### src/rtl/cmu_pkg.sv
package cmu_pkg;
    localparam int MODE_W = 2;

    typedef enum logic [MODE_W-1:0] {
        CMU_OFF    = 2'b00,
        CMU_TOGGLE = 2'b01,
        CMU_CLEAR  = 2'b10,
        CMU_SET    = 2'b11
    } cmu_mode_e;

    typedef struct packed {
        logic oc;
        logic flag;
    } cmu_oc_t;
endpackage

### src/rtl/cmu_mode_reg.sv
module cmu_mode_reg
    import cmu_pkg::*;
(
    input  logic      clk,
    input  logic      rst_n,
    input  logic      wr_i,
    input  cmu_mode_e mode_i,
    output cmu_mode_e mode_o
);
    cmu_mode_e mode_d, mode_q;

    always_comb begin
        mode_d = mode_q;
        if (wr_i) mode_d = mode_i;
    end

    always_ff @(posedge clk or negedge rst_n) begin
        if (!rst_n) mode_q <= CMU_OFF;
        else        mode_q <= mode_d;
    end

    assign mode_o = mode_q;

    AST_MODE_WRITE: assert property (@(posedge clk) disable iff (!rst_n)
        wr_i |=> (mode_q == $past(mode_i)));

    AST_MODE_HOLD: assert property (@(posedge clk) disable iff (!rst_n)
        !wr_i |=> $stable(mode_q));
endmodule

### src/rtl/cmu_oc_ff.sv
module cmu_oc_ff
    import cmu_pkg::*;
(
    input  logic      clk,
    input  logic      rst_n,
    input  logic      match_i,
    input  logic      force_i,
    input  logic      pwm_i,
    input  cmu_mode_e mode_i,
    output logic      oc_o,
    output logic      flag_o
);
    cmu_oc_t st_d, st_q;
    logic    act;

    always_comb begin
        st_d = st_q;
        act  = match_i | (force_i & ~pwm_i);
        if (act) begin
            unique case (mode_i)
                CMU_TOGGLE: st_d.oc = ~st_q.oc;
                CMU_CLEAR:  st_d.oc = 1'b0;
                CMU_SET:    st_d.oc = 1'b1;
                default:    st_d.oc = st_q.oc;
            endcase
        end
        st_d.flag = match_i;
    end

    always_ff @(posedge clk or negedge rst_n) begin
        if (!rst_n) st_q <= '0;
        else        st_q <= st_d;
    end

    assign oc_o   = st_q.oc;
    assign flag_o = st_q.flag;

    AST_TOGGLE: assert property (@(posedge clk) disable iff (!rst_n)
        (match_i && mode_i == CMU_TOGGLE) |=> (st_q.oc != $past(st_q.oc)));

    AST_CLEAR: assert property (@(posedge clk) disable iff (!rst_n)
        (match_i && mode_i == CMU_CLEAR) |=> !st_q.oc);

    AST_SET: assert property (@(posedge clk) disable iff (!rst_n)
        (match_i && mode_i == CMU_SET) |=> st_q.oc);

    AST_OFF_HOLD: assert property (@(posedge clk) disable iff (!rst_n)
        (mode_i == CMU_OFF) |=> $stable(st_q.oc));

    AST_PWM_FORCE_IGNORED: assert property (@(posedge clk) disable iff (!rst_n)
        (force_i && pwm_i && !match_i) |=> $stable(st_q.oc));

    AST_FLAG_SOURCE: assert property (@(posedge clk) disable iff (!rst_n)
        force_i && !match_i |=> !st_q.flag);
endmodule

### src/rtl/cmu_pin_mux.sv
module cmu_pin_mux
    import cmu_pkg::*;
(
    input  cmu_mode_e mode_i,
    input  logic      oc_i,
    input  logic      port_data_i,
    input  logic      port_dir_i,
    output logic      pin_o,
    output logic      pin_oe_o
);
    always_comb begin
        pin_o    = (mode_i != CMU_OFF) ? oc_i : port_data_i;
        pin_oe_o = port_dir_i;
    end
endmodule

### src/rtl/cmp_out_unit.sv
module cmp_out_unit
    import cmu_pkg::*;
(
    input  logic              clk,
    input  logic              rst_n,
    input  logic              match_i,
    input  logic              force_i,
    input  logic              pwm_mode_i,
    input  logic              cfg_wr_i,
    input  logic [MODE_W-1:0] cfg_mode_i,
    input  logic              port_data_i,
    input  logic              port_dir_i,
    output logic              cmp_state_o,
    output logic              match_flag_o,
    output logic              pin_o,
    output logic              pin_oe_o
);
    cmu_mode_e mode_q;
    logic      oc_q;

    cmu_mode_reg u_mode (
        .clk    (clk),
        .rst_n  (rst_n),
        .wr_i   (cfg_wr_i),
        .mode_i (cmu_mode_e'(cfg_mode_i)),
        .mode_o (mode_q)
    );

    cmu_oc_ff u_oc (
        .clk     (clk),
        .rst_n   (rst_n),
        .match_i (match_i),
        .force_i (force_i),
        .pwm_i   (pwm_mode_i),
        .mode_i  (mode_q),
        .oc_o    (oc_q),
        .flag_o  (match_flag_o)
    );

    cmu_pin_mux u_mux (
        .mode_i      (mode_q),
        .oc_i        (oc_q),
        .port_data_i (port_data_i),
        .port_dir_i  (port_dir_i),
        .pin_o       (pin_o),
        .pin_oe_o    (pin_oe_o)
    );

    assign cmp_state_o = oc_q;

    AST_PWM_SWITCH_KEEPS: assert property (@(posedge clk) disable iff (!rst_n)
        (!match_i && !force_i) |=> $stable(cmp_state_o));

    AST_FLAG_PULSE: assert property (@(posedge clk) disable iff (!rst_n)
        match_i |=> match_flag_o);
endmodule

### config.mk
export PLATFORM = sky130hd
export DESIGN_NAME = cmp_out_unit
export DESIGN_NICKNAME = d
export VERILOG_FILES = /design/src/rtl/cmu_pkg.sv /design/src/rtl/cmu_mode_reg.sv /design/src/rtl/cmu_oc_ff.sv /design/src/rtl/cmu_pin_mux.sv /design/src/rtl/cmp_out_unit.sv
export SDC_FILE = /design/constraint.sdc
export NUM_CORES = 1
export LEC_CHECK = 0
export BUFFER_PORTS_ARGS = -buffer_cell sky130_fd_sc_hd__buf_2
export CORE_AREA = 3 3 40 42
export DETAILED_ROUTE_END_ITERATION = 16
export DIE_AREA = 0 0 43 45
export SYNTH_ARGS = -nofsm -noshare
export SYNTH_HDL_FRONTEND = slang
export SYNTH_HIERARCHICAL = 1
export SYNTH_SLANG_ARGS = --single-unit
### constraint.sdc
create_clock -name clk -period 0.87 [get_ports clk]
set_input_delay 0.1305 -clock clk [delete_from_list [all_inputs] [get_ports clk]]
set_output_delay 0.1305 -clock clk [all_outputs]
set_load 0.005 [all_outputs]
# Word level (Yosys, flattened, before mapping)
# Index checks and enable logic that the tools add are counted.
# totals
reg_bits,4
output_inout_bits,4
# op_classes
eq_ne,3
n_mux,2
bitwise,4
n_reduce_logical,3
# op_table
operator,n
2-bit equality test (second input constant),2
1-bit one-hot mux with 3 select lines,1
3-bit nonzero test,1
2-bit by 1-bit equality test with 1-bit output (second input constant),1
1-bit inverter,2
2-bit AND reduction,1
2-bit nonzero test,1
1-bit AND,1
1-bit two-way mux,1
1-bit OR,1

# Depth between registers and ports, before layout
# logic_depth
word_depth,4
depth_mapped,3
ltp_nobuf,3

# Modules after synthesis
# The synthesis kept the hierarchy.
# modules_own_cells
module,instances,cells_each,area_each_um2,seq_area_each_um2
cmu_oc_ff,1,8,91.3,50.0
cmu_mode_reg,1,4,72.6,50.0
cmu_pin_mux,1,3,22.5,0.0

# Least setup slack after synthesis
# No wires, ideal clock.
# synth_path
kind,register to register
start,register u_oc.st_q (netlist bit u_oc/oc_o)
end,register u_oc.st_q (netlist bit u_oc/oc_o)
arrival_ns,0.848
required_time_ns,0.766
slack_ns,-0.082
stages_incl_launch_ff,4
path_buffers,0
synth_period_minus_slack_ns,0.952
path_cell_list,dfrtp_1 > inv_1 > or3_1 > o311ai_1
# synth_between
elab_chain_cells,2
# synth_lines
item,line,rtl
"start, declared",cmu_oc_ff.sv:13,"cmu_oc_t st_d, st_q;"
"start signal, assigned",cmu_oc_ff.sv:32,else st_q <= st_d;
1-bit inverter,cmu_oc_ff.sv:21,CMU_TOGGLE: st_d.oc = ~st_q.oc;
1-bit one-hot mux with 3 select lines,cmu_oc_ff.sv:20,unique case (mode_i)
# No other way between the ends.
# A chain may end at the register's enable or synchronous reset.

# Worst setup path in the final report
# layout_path
start,"register u_mode.mode_q[1], in the netlist u_mode/mode_o[1]"
end,output pin_o
# layout_between
elab_chain_cells,2
# layout_lines
item,line,rtl
"start, declared",cmu_mode_reg.sv:10,"cmu_mode_e mode_d, mode_q;"
"start signal, assigned",cmu_mode_reg.sv:19,else mode_q <= mode_d;
2-bit nonzero test,cmu_pin_mux.sv:12,pin_o = (mode_i != CMU_OFF) ? oc_i : port_data_i;
1-bit two-way mux,cmu_pin_mux.sv:12,
"end, declared",cmp_out_unit.sv:15,"output logic pin_o,"
# No other way between the ends.

==> tab_implementation.tex <==
\begin{tabular}{lr}
\hline
Metric & Value \\
\hline
\multicolumn{2}{l}{\textbf{Run status}} \\
\quad Result of the run & complete, but fails checks \\
\quad Violations in the final reports & negative setup slack \\
\multicolumn{2}{l}{\textbf{Timing}} \\
\quad Worst setup skew after layout & 7.20 ps \\
\quad RSZ-0062 raised after global routing & true \\
\quad Setup ws final & -441 ps \\
\quad Least-Margin Pin Slew & 221 ps \\
\quad Count of pins over their slew limit & 0 \\
\quad Finish-stage setup viols & 5 \\
\quad Post-Route Hold Slack & 59.8 ps \\
\quad Max Fclk & 0.763 GHz \\
\quad Shortest period the worst path allows & 1310 ps \\
\quad Final period util & 151\% \\
\quad Endpoints failing hold & 0 \\
\quad Slew margin rel. & 85.0\% \\
\multicolumn{2}{l}{\textbf{Drt}} \\
\quad Total number of vias & 182 \\
\quad 1st-pass router iterations & 4 \\
\quad Mean number of vias per cell & 3.79 \\
\quad Drt total wl & 562 microns \\
\quad 1st-iter DRT viols & 1 \\
\quad Drt drc & 0 \\
\quad Number of antenna-violating nets in the routed design & 0 \\
\quad Wire per inst & 11.7 microns \\
\multicolumn{2}{l}{\textbf{Placed design}} \\
\quad RePlAce Congestion & 0.789 \\
\quad Port Buf Inserts & 11 \\
\quad Worst Setup Slack post-DPL & -209 ps \\
\quad Placed instance area & 260 sq um \\
\multicolumn{2}{l}{\textbf{GRT}} \\
\quad Vias in the first global route & 216 \\
\quad Initial antenna violation count & 0 \\
\quad Maximum number of pins on one net before global-route repair & 6 \\
\quad Wire length of the first global-routing pass & 890 microns \\
\quad All-Layer GR Usage & 6.86\% \\
\quad Aggregate global routing overflow & 0 \\
\multicolumn{2}{l}{\textbf{Layout}} \\
\quad Share of cells above drive strength 1 & 66.7\% \\
\quad Final standard cell area without fillers & 334 sq um \\
\quad Synthesis-to-finish area growth & 79.2\% \\
\quad Number of nets in the layout & 45 \\
\quad Number of antenna diodes & 0 \\
\multicolumn{2}{l}{\textbf{Synthesis}} \\
\quad Part of the Yosys area used for sequential elements & 53.7\% \\
\quad Most common flop cell mapped by yosys & sky130\_fd\_sc\_hd\_\_dfrtp\_1 \\
\quad Number of synthesized register bits & 4 \\
\quad Most frequent cells after synthesis & sky130\_fd\_sc\_hd\_\_dfrtp\_1 (4), sky130\_fd\_sc\_hd\_\_mux2\_2 (2), sky130\_fd\_sc\_hd\_\_o311ai\_1 (2) \\
\quad Proportion of synthesized flip-flops having asynchronous set or reset & 100\% \\
\quad Largest area contributor in the synthesized netlist & sky130\_fd\_sc\_hd\_\_dfrtp\_1 \\
\quad Netlist area before placement & 186 sq um \\
\quad Count of mapped cells out of synthesis & 15 \\
\quad Yosys Warn Count & 6 \\
\quad Proportion of netlist area held by the largest area contributor & 53.7\% \\
\quad Post-synth cell types & 10 \\
\quad Biggest area contributors in the synthesized netlist & sky130\_fd\_sc\_hd\_\_dfrtp\_1 (54\%), sky130\_fd\_sc\_hd\_\_mux2\_2 (12\%), sky130\_fd\_sc\_hd\_\_o311ai\_1 (9.4\%), sky130\_fd\_sc\_hd\_\_mux2\_1 (6.0\%), sky130\_fd\_sc\_hd\_\_buf\_4 (4.0\%) \\
\quad Most numerous cell in the Yosys netlist & sky130\_fd\_sc\_hd\_\_dfrtp\_1 \\
\quad Number of synthesized flops with an enable pin & 0 \\
\quad Mean post-synth cell area & 12.4 sq um \\
\quad Net Count, Synth & 25 \\
\multicolumn{2}{l}{\textbf{Power and ir drop}} \\
\quad Power per cell area & 2060 nW/um\^{}2 \\
\quad Reported leakage power & 0.160 nW \\
\quad Total power & 689 uW \\
\quad Peak supply drop & 0.000546 V \\
\multicolumn{2}{l}{\textbf{Clock tree}} \\
\quad Clock tree from TritonCTS & done \\
\quad Number of buffers added by the clock tree synthesis step & 3 \\
\quad Longest Clk Path Bufs & 2 \\
\quad Clock slew seen by the registers of the worst setup and hold paths & 40 ps \\
\quad Maximum level of the CTS H-tree & 1 \\
\quad Worst-Skew Late Latency & 230 ps \\
\quad TritonCTS sink count & 4 \\
\quad Clock root cell & sky130\_fd\_sc\_hd\_\_clkbuf\_4 \\
\multicolumn{2}{l}{\textbf{Die}} \\
\quad Effective utilization at floorplan & 14.5\% \\
\quad I/O pin cnt & 14 \\
\quad Horiz. Die Dim & 43 microns \\
\quad Total number of placement rows & 13 \\
\quad Die Outline Area & 1940 sq um \\
\quad Core region area & 1280 sq um \\
\quad Die span in y & 45 microns \\
\multicolumn{2}{l}{\textbf{Worst setup path}} \\
\quad Launching element type of the critical path & register \\
\quad Critical-path maximum fanout & 2 \\
\quad Required time worst endpoint & 740 ps \\
\quad Critical Path AT & 1180 ps \\
\quad Kind of capture point of the worst setup path & output port \\
\quad CP Class & reg -> out \\
\multicolumn{2}{l}{\textbf{Hold path}} \\
\quad Hold/Removal Path Class & in -> reg \\
\multicolumn{2}{l}{\textbf{Flow run}} \\
\quad Number of maximum-capacitance constraint violations & 0 \\
\hline
\end{tabular}
## metrics by stage
| stage | instances | util, % | setup TNS, ps |
|---|---|---|---|
| after floorplan | 15 | - | -141 |
| after global placement | 41 | 20.3 | -334 |
| after detailed placement | 41 | 20.3 | -331 |
| after CTS | 47 | 24.0 | -817 |
| after global routing | 48 | 26.0 | -1020 |
| final | 48 | 26.0 | -857 |
## final timing paths
kind	endpoint	slack (ps)	cells past startpoint	startpoint
max in group asynchronous	u_oc/oc_o	510	2	rst_n
min	u_oc/flag_o	60	1	match_i
max	pin_o	-440	3	u_mode/mode_o[1]
min reg2reg	u_mode/mode_o[1]	630	2	u_mode/mode_o[1]
min in group asynchronous	u_mode/mode_o[0]	230	2	rst_n
max reg2reg	u_oc/oc_o	-250	3	u_oc/oc_o
## flip-flops by register name, indices dropped and copies added (netlist names)
| name | count |
|---|---|
| u_oc/oc_o | 1 |
| u_oc/flag_o | 1 |
| u_mode/mode_o | 2 |
## critical path, cell delays in order (launching register included)
cell	delay (ps)
sky130_fd_sc_hd__dfrtp_1	370
sky130_fd_sc_hd__nor2_1	130
sky130_fd_sc_hd__mux2_1	320
sky130_fd_sc_hd__buf_2	130
## cells in the final DEF, fill, tap and decap left out
cell | netlist | routed
sky130_fd_sc_hd__buf_2 | 0 | 10
sky130_fd_sc_hd__clkbuf_4 | 0 | 3
sky130_fd_sc_hd__buf_4 | 1 | 3
sky130_fd_sc_hd__dfrtp_1 | 4 | 3
sky130_fd_sc_hd__buf_6 | 0 | 2
sky130_fd_sc_hd__mux2_2 | 2 | 2
sky130_fd_sc_hd__dlygate4sd3_1 | 0 | 1
sky130_fd_sc_hd__nor2_1 | 1 | 1
sky130_fd_sc_hd__mux2_1 | 1 | 1
sky130_fd_sc_hd__inv_1 | 1 | 1
sky130_fd_sc_hd__nor2b_1 | 1 | 1
sky130_fd_sc_hd__or2b_1 | 1 | 1
sky130_fd_sc_hd__o311ai_2 | 0 | 1
sky130_fd_sc_hd__or3_1 | 1 | 1
sky130_fd_sc_hd__o311ai_1 | 2 | 1
sky130_fd_sc_hd__dfrtp_2 | 0 | 1
## routing by layer
metal | global-route usage (%) | part of all wire (%) | vias up
li1 | - | - | 90
met1 | 7.32 | 48 | 79
met3 | 5.58 | 16 | 0
met5 | 0 | 0 | -
met2 | 8.68 | 36 | 13
met4 | 5.42 | 0 | 0
## timing repair
item | CTS | global route
endpoints found under the hold margin | 4 | 0
setup endpoints to repair | 3 | 5
buffers inserted | 2 | 2
gates resized for setup | 0 | 4
pin swaps | 3 | 2
hold buffers | 1 | 0
## report_power, final
| part | switching [mW] | internal [mW] |
|---|---|---|
| logic | 0.0745 | 0.145 |
| clock network | 0.0756 | 0.154 |
| registers | 0.0242 | 0.215 |
## logic make-up after synthesis
group / synth area share (%)
AND/OR/NAND/NOR: 12.8
buffers and inverters: 6.04
AO/OA/AOI/OAI: 9.40
flip-flops: 53.7
multiplexers: 18.1
## layout make-up
class                   instances  area, sq um
clock buffers                   3         22.5
fillers                       140          951
inverters                       1         3.75
multi-input cells               9         82.6
flip-flops and latches          4          101
well taps                      15         18.8
repair buffers                 16          105
(Power assumes the default switching activity.)
